[src/rtl/async_wake_tx.sv]
module async_wake_tx #(
  parameter int DATA_W = 8,
  parameter int OVS    = 16
) (
  input  logic              clk,
  input  logic              rst_n,
  input  logic              tick,
  input  logic              cfg_wake_en,
  input  logic              cfg_par_en,
  input  logic              cfg_par_odd,
  input  logic              cfg_two_stop,
  input  logic              cts_n,
  input  logic              in_valid,
  input  logic [DATA_W-1:0] in_data,
  input  logic              in_wake,
  output logic              in_ready,
  output logic              txd,
  output logic              busy
);
  localparam int FRAME_MAX = DATA_W + 5;
  localparam int CW        = (OVS > 1) ? $clog2(OVS) : 1;
  localparam int NW        = $clog2(FRAME_MAX + 1);

  logic                 busy_q;
  logic [FRAME_MAX-1:0] sh_q;
  logic [FRAME_MAX-1:0] frame;
  logic [NW-1:0]        left_q;
  logic [NW-1:0]        nbits;
  logic [CW-1:0]        tcnt_q;
  logic                 par_bit;
  logic                 start;
  logic                 bit_end;

  assign par_bit  = (^in_data) ^ (cfg_wake_en & in_wake) ^ cfg_par_odd;
  assign nbits    = NW'(DATA_W + 2) + NW'(cfg_wake_en) + NW'(cfg_par_en) + NW'(cfg_two_stop);
  assign in_ready = !busy_q && !cts_n;
  assign start    = in_valid && in_ready;
  assign bit_end  = tick && (tcnt_q == CW'(OVS - 1));
  assign txd      = busy_q ? sh_q[0] : 1'b1;
  assign busy     = busy_q;

  always_comb begin
    frame              = '1;
    frame[0]           = 1'b0;
    frame[DATA_W:1]    = in_data;
    if (cfg_wake_en && cfg_par_en) begin
      frame[DATA_W+1]  = in_wake;
      frame[DATA_W+2]  = par_bit;
    end else if (cfg_wake_en) begin
      frame[DATA_W+1]  = in_wake;
    end else if (cfg_par_en) begin
      frame[DATA_W+1]  = par_bit;
    end
  end

  always_ff @(posedge clk or negedge rst_n) begin
    if (!rst_n) begin
      busy_q <= 1'b0;
      sh_q   <= '1;
      left_q <= '0;
      tcnt_q <= '0;
    end else if (start) begin
      busy_q <= 1'b1;
      sh_q   <= frame;
      left_q <= nbits;
      tcnt_q <= '0;
    end else if (busy_q && tick) begin
      if (bit_end) begin
        tcnt_q <= '0;
        if (left_q == NW'(1)) begin
          busy_q <= 1'b0;
        end else begin
          sh_q   <= {1'b1, sh_q[FRAME_MAX-1:1]};
          left_q <= left_q - NW'(1);
        end
      end else begin
        tcnt_q <= tcnt_q + CW'(1);
      end
    end
  end
endmodule

[config.mk]
export PLATFORM = sky130hd
export DESIGN_NAME = async_wake_tx
export DESIGN_NICKNAME = d
export VERILOG_FILES = /design/src/rtl/async_wake_tx.sv
export SDC_FILE = /design/constraint.sdc
export NUM_CORES = 1
export LEC_CHECK = 0
export ABC_AREA = 1
export BUFFER_PORTS_ARGS = -buffer_cell sky130_fd_sc_hd__buf_2
export CAP_MARGIN = 20
export CORE_ASPECT_RATIO = 0.7
export CORE_UTILIZATION = 58
export CTS_BUF_LIST = sky130_fd_sc_hd__clkbuf_4
export CTS_CLUSTER_SIZE = 20
export DETAILED_ROUTE_END_ITERATION = 16
export PLACE_DENSITY = 0.81
export SLEW_MARGIN = 20
export SYNTH_ARGS = -nofsm -noshare
export SYNTH_HDL_FRONTEND = slang
export SYNTH_SLANG_ARGS = --single-unit
[constraint.sdc]
create_clock -name clk -period 1.4 [get_ports clk]
set_input_delay 0 -clock clk [delete_from_list [all_inputs] [get_ports clk]]
set_output_delay 0 -clock clk [all_outputs]
set_load 0.05 [all_outputs]
## Word-level counts from Yosys, hierarchy flattened

Index checks and enable logic that the tools add are counted.

- Add/subtract/negate cells: 5
- Eq/ne operators: 3
- Mux-type cells: 20
- Bitwise operators: 3
- Reductions and logical operators: 13

Operators with widths:

| operator | number |
|---|---|
| 2-to-1 mux 13 bit | 4 |
| 2-to-1 mux 4 bit | 7 |
| 2-to-1 mux 1 bit | 9 |
| adder 4 x 1 -> 4 bit | 2 |
| parity 8 bit | 1 |
| AND reduction 3 bit | 2 |
| nonzero test 2 bit | 3 |
| logical AND 1 bit | 5 |
| adder 4 x 1 -> 4 bit (first input constant) | 1 |
| adder 4 x 1 -> 4 bit (second input constant) | 1 |
| equality test 4 x 1 -> 1 bit (second input constant) | 1 |
| equality test 4 bit (second input constant) | 1 |
| subtractor 4 x 1 -> 4 bit (second input constant) | 1 |
| zero test 1 bit | 2 |
| inequality test 2 bit (second input constant) | 1 |
| XOR 1 bit | 2 |
| bitwise AND 1 bit | 1 |

- Flip-flop bits (word level): 22
- Output and inout bits: 3
- Logic and storage cells: 48

## Logic depth before layout (Yosys ltp)

Gate-level depths: netlist of run 1.

- Depth in word-level cells: 7
- Mapped depth: 11
- Mapped depth without buffers: 11

## Worst setup path after synthesis of run 1

No wires, ideal clock.

- Path type: register to register
- Start point: register busy_q, in the netlist busy
- End point: register sh_q[8]
- Setup time: 0.082 ns
- Arrival: 1.681 ns
- Required time: 1.318 ns
- Setup slack: -0.363 ns
- Stages on the path, launching flop included: 9
- Buffers on the path: 2
- Period minus slack after synthesis: 1.763 ns
- Cell sequence: dfrtp_1 -> nor2_4 -> nand2_4 -> nand2_2 -> nand3_2 -> buf_6 -> buf_8 -> nand2_2 -> o31ai_1

- Longest elaborated chain between the ends: 5

RTL lines:

| item | RTL line | text |
|---|---|---|
| from (decl) | 24 | `logic busy_q;` |
| from (signal assigned) | 58 | `busy_q <= 1'b0;` |
| from (signal assigned) | 63 | `busy_q <= 1'b1;` |
| from (signal assigned) | 71 | `busy_q <= 1'b0;` |
| zero test 1 bit * | 36 | `assign in_ready = !busy_q && !cts_n;` |
| logical AND 1 bit * | 36 |  |
| via in_ready | 16 | `output logic in_ready,` |
| logical AND 1 bit * | 37 | `assign start = in_valid && in_ready;` |
| inequality test 2 bit (no line) / nonzero test 2 bit (equally long branches) | n/a |  |
| AND reduction 3 bit (no line) | n/a |  |
| to (signal assigned) | 64 | `sh_q <= frame;` |
| to (signal assigned) | 73 | `sh_q <= {1'b1, sh_q[FRAME_MAX-1:1]};` |
| to (decl) | 25 | `logic [FRAME_MAX-1:0] sh_q;` |

The timed path passes the listed nets; every way through them passes the cells marked *.
A chain may end at the register's enable or synchronous reset.

## Final worst setup path of run 1

- Start point: register tcnt_q[1]
- End point: register left_q[2]

- Longest elaborated chain between the ends: 4

RTL lines:

| item | RTL line | text |
|---|---|---|
| from (decl) | 29 | `logic [CW-1:0] tcnt_q;` |
| from (signal assigned) | 77 | `tcnt_q <= tcnt_q + CW'(1);` |
| equality test 4 bit | 38 | `assign bit_end = tick && (tcnt_q == CW'(OVS - 1));` |
| logical AND 1 bit | 38 |  |
| nonzero test 2 bit (no line) | n/a |  |
| AND reduction 3 bit (no line) | n/a |  |
| to (signal assigned) | 65 | `left_q <= nbits;` |
| to (signal assigned) | 74 | `left_q <= left_q - NW'(1);` |
| to (decl) | 27 | `logic [NW-1:0] left_q;` |

No other way between the ends.

==> results by stage, run 1 <==
STA:
- In the final timing run, aggregate negative setup slack is -0.0118 ns.
- The final period utilization is 101%.
- The final count of hold timing violations was 0.
- Setup violations remaining at the end of the flow were counted as 1.
- The count of final max-slew check failures is 0.
- The slew at the pin closest to its max-slew limit is 0.452 ns.
- The minimum clock period is 1.41 ns.
- Between clock sinks in the finished design, the worst skew comes to 0.0149 ns.
- The worst pin sits at a relative slew slack of 69.9%.
- Setup repair after global routing could not meet its margin everywhere.
- The maximum achievable frequency is 708 MHz.
- Once routing completed, OpenROAD measured the worst setup slack at -0.0118 ns.

Routing:
- In the final routed layout, each cell accounts on average for 13.5 um.
- For this block, the initial DRC count from the detailed router was 49.
- The detail route stage leaves a number of antenna-violating nets equal to 0.
- The via density per instance is 5.33.
- The total vias in the final route is 1268.
- The number of remaining DRC errors is 0.
- The sum of routed wire length over all layers is 3220 um.
- The count of TritonRoute iterations in the first routing pass is 4.

Synth:
- The xor/xnor share of the synthesized area is 2.00%.
- Counting flops and latches in the post-synthesis netlist gives 20.
- After synthesis, the mean cell area works out to 7.74 sq um.
- The number of nets in the synthesized netlist is 193.
- The count of flip-flops with a built-in enable after synthesis is 0.
- The simple-gate share of the synthesized area is 29.0%.
- By count the netlist is led by sky130_fd_sc_hd__nand2_1, sky130_fd_sc_hd__inv_1, sky130_fd_sc_hd__nand3_1, sky130_fd_sc_hd__o21ai_0, sky130_fd_sc_hd__dfstp_2.
- The cell type with the highest aggregate area in the netlist is sky130_fd_sc_hd__dfstp_2.
- Multiplexer cells account for 0% of the synthesized area.
- The total standard cell area after synthesis is 1320 sq um.
- Of the total synthesized cell area, the portion taken by full adders, half adders and majority gates is 5.32%.
- The combinational family with the most area after synthesis is simple AND/OR/NAND/NOR gates.
- The synthesized netlist contains 29 unique library cells.
- Synthesis produced a netlist whose cell count is 170.
- Yosys printed 0 warnings.
- Among all flip-flop cells after synthesis, the most frequent one is sky130_fd_sc_hd__dfstp_2.
- The most numerous cell in the Yosys netlist is sky130_fd_sc_hd__nand2_1.
- The share of Yosys cell area claimed by the top area cell type is 22.0%.
- The fraction of the yosys area taken by sequential cells is 39.1%.
- Ranked by total cell area, the synthesized netlist is headed by sky130_fd_sc_hd__dfstp_2, sky130_fd_sc_hd__dfrtp_1, sky130_fd_sc_hd__nand2_1.
- Summing the areas of all compound-gate instances in the mapped netlist gives 14.1% of the synthesized area.
- The async set or reset register ratio after synthesis is 100%.

Global routing:
- The total congestion overflow after global routing is 0.
- The number of antenna violations at the first check in global routing is 0.
- The global-route wire length before repair is 4610 um.
- The maximum number of pins on one net before global-route repair is 21.
- The number of global-route vias before repair is 1100.
- The total global routing track utilization is 25.9%.

Floorplanning:
- The core outline area is 2140 sq um.
- For this design the top-level I/O count stands at 21.
- The floorplan step defined a die boundary enclosing 2470 sq um.
- The floorplan has 14 rows.
- The starting density of the core is 61.6%.
- The vertical die dimension is 41.9 um.
- In this run the horizontal extent of the chip is 58.9 um.

Setup path:
- Across all register-to-register paths, the minimum setup slack is -0.01 ns.
- The maximum fanout encountered on the critical timing path is 6.
- The nature of the critical path startpoint is a flip-flop.
- The critical path in this run is classified as flip-flop to flip-flop.
- Data on the critical path arrives at its endpoint at 1.66 ns.
- The critical path starts at tcnt_q[1].
- The type of element capturing the critical path is a flip-flop.
- In this run the critical register-to-register path is launched from tcnt_q[1].
- For the worst setup path, the data required time is 1.65 ns.

Flow run:
- The number of max-cap violations is 0.

Outcome:
- The run finished, with violations left.
- The final reports fail on setup timing.

Placed design:
- Once detailed placement completed, the half-perimeter wirelength came to 2230 um.
- At the end of routability-driven placement, the weighted congestion stood at 0.879.
- Input and output buffers added on the ports amount to 20.

Clock network:
- The clock transition time at the flip-flop clock pins of the worst setup and hold paths is 0.12 ns.
- The clock network latency to the later pin of the worst-skew pair is 0.32 ns.
- The total number of clock tree sinks is 20.
- The cell at the root of the clock tree is sky130_fd_sc_hd__clkbuf_4.
- In this run the deepest clock path goes through 2 buffers.
- The number of CTS-inserted buffers is 3.
- TritonCTS built the clock tree.
- The maximum level of the CTS H-tree is 1.

Finish:
- Cells fill 77.1% of the core in the end.
- The number of antenna diodes is 0.
- The post-route netlist has 36.9% of its cells at a drive strength greater than 1.
- The area growth from synthesis to layout is 25.2%.
- The number of nets at the end of the flow is 230.

Power and ir drop:
- The leakage power is 0.805 nW.
- The sum of internal, switching and leakage power is 2.45 mW.
- Power spread over the standard cell area amounts to 1490 nW/um^2.
- VDD sags by at most 0.996 mV.

Worst hold path:
- In this run the most critical hold path is launched from in_wake.
- The path class of the tightest hold or removal check is input pin to flip-flop.
## repair_timing
action	CTS	global route
endpoints found under the setup margin	0	13
hold endpoints to repair	22	0
setup buffers	0	4
hold buffers	3	0
resized for setup	0	22
## critical path: stages, from the launching register on
cell and delay [ns]:
sky130_fd_sc_hd__dfrtp_1 0.40, sky130_fd_sc_hd__ha_2 0.19, sky130_fd_sc_hd__nand4_1 0.11, sky130_fd_sc_hd__nand2_2 0.12, sky130_fd_sc_hd__nand3_4 0.15, sky130_fd_sc_hd__inv_4 0.12, sky130_fd_sc_hd__o21ai_2 0.06, sky130_fd_sc_hd__a21oi_1 0.18
## cell type report
cell class / instances / area [sq um]
Clock buffer: 3 / 22.5
Clock inverter: 1 / 3.75
Fill cell: 140 / 489
Inverter: 26 / 100
Multi-Input combinational cell: 119 / 719
Sequential cell: 20 / 515
Tap cell: 32 / 40.0
Timing Repair Buffer: 36 / 239
Timing Repair inverter: 1 / 7.51
## kinds of logic (layout without fill, tap and decap cells)
family                     count (synthesis)  after routing
and+or+nand+nor                           81             81
AOI/OAI and AO/OA                         30             30
DFF                                       20             20
adders and majority gates                  5              5
buffers and inverters                     31             67
xor gates and xnor gates                   3              3
## routing by layer
layer | routed length, um | global-route usage, %
met5 | 0 | 0
met4 | 56 | 9.52
met3 | 203 | 7.17
met2 | 1590 | 40.7
met1 | 1370 | 34.0
## placed cells by master, fill, tap and decap left out, drive strengths merged, types with 4 or more instances in the layout
| cell | netlist | layout |
|---|---|---|
| nand4 | 4 | 4 |
| buf | 5 | 33 |
| nand2 | 47 | 47 |
| nor2 | 10 | 10 |
| dfstp | 11 | 11 |
| inv | 26 | 26 |
| a21oi | 4 | 4 |
| ha | 4 | 4 |
| dfrtp | 9 | 9 |
| nand3 | 18 | 18 |
| o21ai | 22 | 22 |
## path summary, 6_finish.rpt
kind | depth (start not counted) | endpoint
setup / recovery | 7 | left_q[2]
hold / removal | 5 | sh_q[9]
hold reg to reg | 2 | sh_q[5]
min in group asynchronous | 2 | left_q[0]
max in group asynchronous | 2 | sh_q[0]
setup reg to reg | 7 | left_q[2]
## per-stage QoR
step,hold slack (ns),std cells,cell area [sq um],setup WS (ns)
floorplan,-0.296,170,1330,-0.219
global placement,-0.0379,226,1480,0.0938
detailed placement,-0.0273,226,1480,0.0369
CTS,0.0143,233,1540,0.00845
global route,0.0762,238,1650,-0.0802
finish,0.0239,238,1650,-0.0118
## where the power goes
group          switching (mW)  internal [mW]
clock network           0.192          0.105
registers               0.183          0.902
logic                   0.615          0.453
## state kept, by name, summed over array words and instances, names as in the netlist
| signal | count |
|---|---|
| tcnt_q | 4 |
| sh_q | 11 |
| busy | 1 |
| left_q | 4 |
Power figures use the tool's default switching activity.
==> inputs of run 2 (changes only) <==
--- a/config.mk
+++ b/config.mk
@@ -11,7 +11,7 @@
 export CORE_ASPECT_RATIO = 0.7
 export CORE_UTILIZATION = 58
 export CTS_BUF_LIST = sky130_fd_sc_hd__clkbuf_4
-export CTS_CLUSTER_SIZE = 20
+export CTS_CLUSTER_SIZE = 16
 export DETAILED_ROUTE_END_ITERATION = 16
 export PLACE_DENSITY = 0.81
 export SLEW_MARGIN = 20
==> constraint.sdc (replaced) <==
create_clock -name clk -period 1.4 [get_ports clk]
set_input_delay 0.28 -clock clk [delete_from_list [all_inputs] [get_ports clk]]
set_output_delay 0.28 -clock clk [all_outputs]
set_load 0.05 [all_outputs]
==> run 2 against run 1 <==
  * Die area unchanged
  * Largest cell class unchanged
  * Via count up 1.8%
  * Hold slack better by 0.30 ns
  * The run still ends with setup timing left
  * Critical path type unchanged
  * Power down 0.93%
  * Global-route usage up 0.68 points
  * Combinational power about the same
  * Maximum frequency down 3.4%
  * Routed wire length down 4.2%
  * Sequential cell count unchanged
==> results by stage, run 2 (synthesis results as in run 1) <==
Floorplanning:
- The core outline area was 2140 sq um (unchanged).
- The chip width is 58.9 um (unchanged).
- The count of boundary I/O pins is 21 (unchanged).
- The vertical die dimension is 41.9 um (unchanged).
- The count of standard-cell rows is 14 (unchanged).
- The starting density of the core was 61.6% (unchanged).
- The floorplan die area was 2470 sq um (unchanged).

STA:
- The final setup skew was 0.00876 ns (was 0.0149 ns).
- The slew at the pin closest to its max-slew limit is 0.437 ns (was 0.452 ns).
- The sum of negative setup slack is -0.140 ns (was -0.0118 ns).
- Unrepaired setup endpoints after global routing: yes (unchanged).
- The smallest setup slack after layout is -0.0616 ns (was -0.0118 ns).
- The final count of negative-setup-slack endpoints is 5 (was 1).
- The final period utilization was 104% (was 101%).
- The count of final max-slew check failures is 0 (unchanged).
- The final count of hold timing violations is 0 (unchanged).
- The worst relative slew slack is 70.9% (was 69.9%).
- The maximum achievable frequency was 684 MHz (was 708 MHz).
- The worst hold margin came to 0.324 ns (was 0.0239 ns).
- The minimum clock period is 1.46 ns (was 1.41 ns).

Clock network:
- The TritonCTS clock tree is built (unchanged).
- The clock transition time at the flip-flop clock pins of the worst setup and hold paths is 0.11 ns (was 0.12 ns).
- The total number of clock tree sinks is 20 (unchanged).
- The number of CTS-inserted buffers is 3 (unchanged).
- The number of buffers on the longest clock path is 2 (unchanged).
- The clock network latency to the later pin of the worst-skew pair came to 0.30 ns (was 0.32 ns).
- The maximum level of the CTS H-tree is 1 (unchanged).
- The cell at the root of the clock tree was sky130_fd_sc_hd__clkbuf_4 (unchanged).

Setup path:
- The type of element capturing the critical path is a flip-flop (unchanged).
- The critical path's largest stage delay is 0.38 ns (was 0.40 ns).
- The slowest cell on the critical path is sky130_fd_sc_hd__dfrtp_1 (unchanged).
- Critical-path cell list: ha_2 > nand4_1 > nand2_2 > nand3_4 > buf_6 > o31ai_2 (was ha_2 > nand4_1 > nand2_2 > nand3_4 > inv_4 > o21ai_2 > a21oi_1).
- The arrival time at the worst endpoint is 1.67 ns (was 1.66 ns).
- The required time reported for the critical path endpoint is 1.61 ns (was 1.65 ns).
- The classification of the worst setup path is flip-flop to flip-flop (unchanged).
- The internal reg-to-reg setup slack is -0.06 ns (was -0.01 ns).
- The depth of the worst register-to-register path is 6 (was 7).
- The nature of the critical path startpoint is a flip-flop (unchanged).
- The maximum fanout encountered on the critical timing path is 6 (unchanged).

Outcome:
- Failing checks: setup timing (unchanged).
- Outcome: finished with violations (unchanged).

Power and ir drop:
- The sum of internal, switching and leakage power came to 2.43 mW (was 2.45 mW).
- The power density relative to cell area came to 1470 nW/um^2 (was 1490 nW/um^2).
- The worst vdd rail ir drop is 1.01 mV (was 0.996 mV).
- The leakage power is 0.803 nW (was 0.805 nW).

Worst hold path:
- The number of instances on the worst hold path is 3 (was 5).
- The kind of path behind the tightest hold check is input pin to flip-flop (unchanged).

Placed design:
- The worst setup slack after placement is 0.000650 ns (was 0.0369 ns).
- The final weighted congestion in routability-driven placement was 0.911 (was 0.879).
- The number of buffers inserted by port buffering is 20 (unchanged).
- The cell area reported after detailed placement is 1480 sq um (unchanged).
- The final HPWL from detailed placement is 2120 um (was 2230 um).

Routing:
- The count of TritonRoute iterations in the first routing pass is 4 (unchanged).
- The count of antenna-violating nets left after detailed routing is 0 (unchanged).
- The sum of routed wire length over all layers is 3080 um (was 3220 um).
- The detailed-route wire length per cell was 13.0 um (was 13.5 um).
- The number of DRC markers after the initial detailed-route iteration is 74 (was 49).
- The total vias in the final route is 1291 (was 1268).
- The number of remaining DRC errors is 0 (unchanged).
- The via density per instance came to 5.45 (was 5.33).

Finish:
- The most common library cell in the layout ignoring fill and taps is sky130_fd_sc_hd__nand2_1 (unchanged).
- The register with the most flip-flops is sh_q (unchanged).
- The post-route standard cell area excluding fillers is 1650 sq um (unchanged).
- Commonest cells after routing, fill and taps aside: sky130_fd_sc_hd__nand2_1, sky130_fd_sc_hd__inv_1, sky130_fd_sc_hd__buf_2 (unchanged).
- The signed area change from the synthesized netlist to the final layout was 25.2% (unchanged).
- The ratio of cells with drive above 1 in the final layout is 37.1% (was 36.9%).
- The number of antenna diodes came to 0 (unchanged).
- The number of nets at the end of the flow is 229 (was 230).
- Registers with the most flip-flops: sh_q x11, left_q x4, tcnt_q x4 (unchanged).
- The flip-flop count of the largest register, all copies and words added came to 11 (unchanged).

Global routing:
- The number of antenna violations at the first check in global routing is 0 (unchanged).
- The maximum number of pins on one net before global-route repair is 21 (unchanged).
- The global-route wire length before repair came to 4980 um (was 4610 um).
- The number of global-route vias before repair was 1206 (was 1100).
- The total congestion overflow after global routing is 0 (unchanged).
- The total global routing track utilization was 26.5% (was 25.9%).

Flow run:
- The number of max-cap violations came to 0 (unchanged).
[run 2: cell types whose count changed in the layout (fill, tap and decap cells not counted), moves of 2 or more]
cell	delta
sky130_fd_sc_hd__dlygate4sd3_1	-2
sky130_fd_sc_hd__buf_4	+2
sky130_fd_sc_hd__buf_2	-2
sky130_fd_sc_hd__o21ai_2	-2
[run 2: worst paths after layout]
path                            start        end
min in group asynchronous       rst_n  left_q[3]
hold / removal             in_data[6]    sh_q[7]
max in group asynchronous       rst_n    sh_q[9]
setup reg to reg            tcnt_q[0]    sh_q[7]
setup / recovery            tcnt_q[0]    sh_q[7]
hold reg to reg               sh_q[4]    sh_q[4]
[run 2: final cells by class]
| type | instances | area [sq um] |
|---|---|---|
| fillers | 154 | 489 |
| repair inverters | 1 | 7.51 |
| well taps | 32 | 40.0 |
| clock inverters | 1 | 3.75 |
| multi-input cells | 119 | 719 |
| flip-flops and latches | 20 | 515 |
| repair buffers | 35 | 239 |
| inverters | 26 | 100 |
| clock buffers | 3 | 22.5 |
[run 2: routing by layer]
metal / up-vias / share of wire, % / track usage (%)
met5: - / 0 / 0
met4: 0 / 1.6 / 4.76
met3: 8 / 7.2 / 6.54
met2: 59 / 48 / 42.7
met1: 599 / 43 / 36.6
li1: 625 / - / -
[run 2: repair_timing]
action | 4_1_cts | 5_1_grt
hold endpoints to repair | 9 | 0
setup endpoints to repair | 7 | 18
pin swaps | 1 | 6
cloned | 1 | 0
hold buffers | 1 | 0
buffers inserted | 2 | 3
resized for setup | 11 | 14
[run 2: power breakdown]
group / internal [mW] / leakage, nW / total [mW] / switching, mW
clock: 0.104 / 0.0154 / 0.279 / 0.175
combinational: 0.461 / 0.570 / 1.07 / 0.606
sequential: 0.903 / 0.217 / 1.08 / 0.180
total: 1.47 / 0.803 / 2.43 / 0.961
[run 2: per-stage QoR]
step                util [%]  std cells
finish                  77.1        237
CTS                     73.9        234
global route            77.1        237
global placement        69.4        226
floorplan                  -        170
detailed placement      69.4        226
[run 2: critical path, delay by kind of cell (launching register included)]
| family | cells | cell delay, ns |
|---|---|---|
| AOI/OAI and AO/OA | 1 | 0.20 |
| adders and majority gates | 1 | 0.19 |
| buffers and inverters | 1 | 0.17 |
| DFF | 1 | 0.38 |
| and+or+nand+nor | 3 | 0.43 |
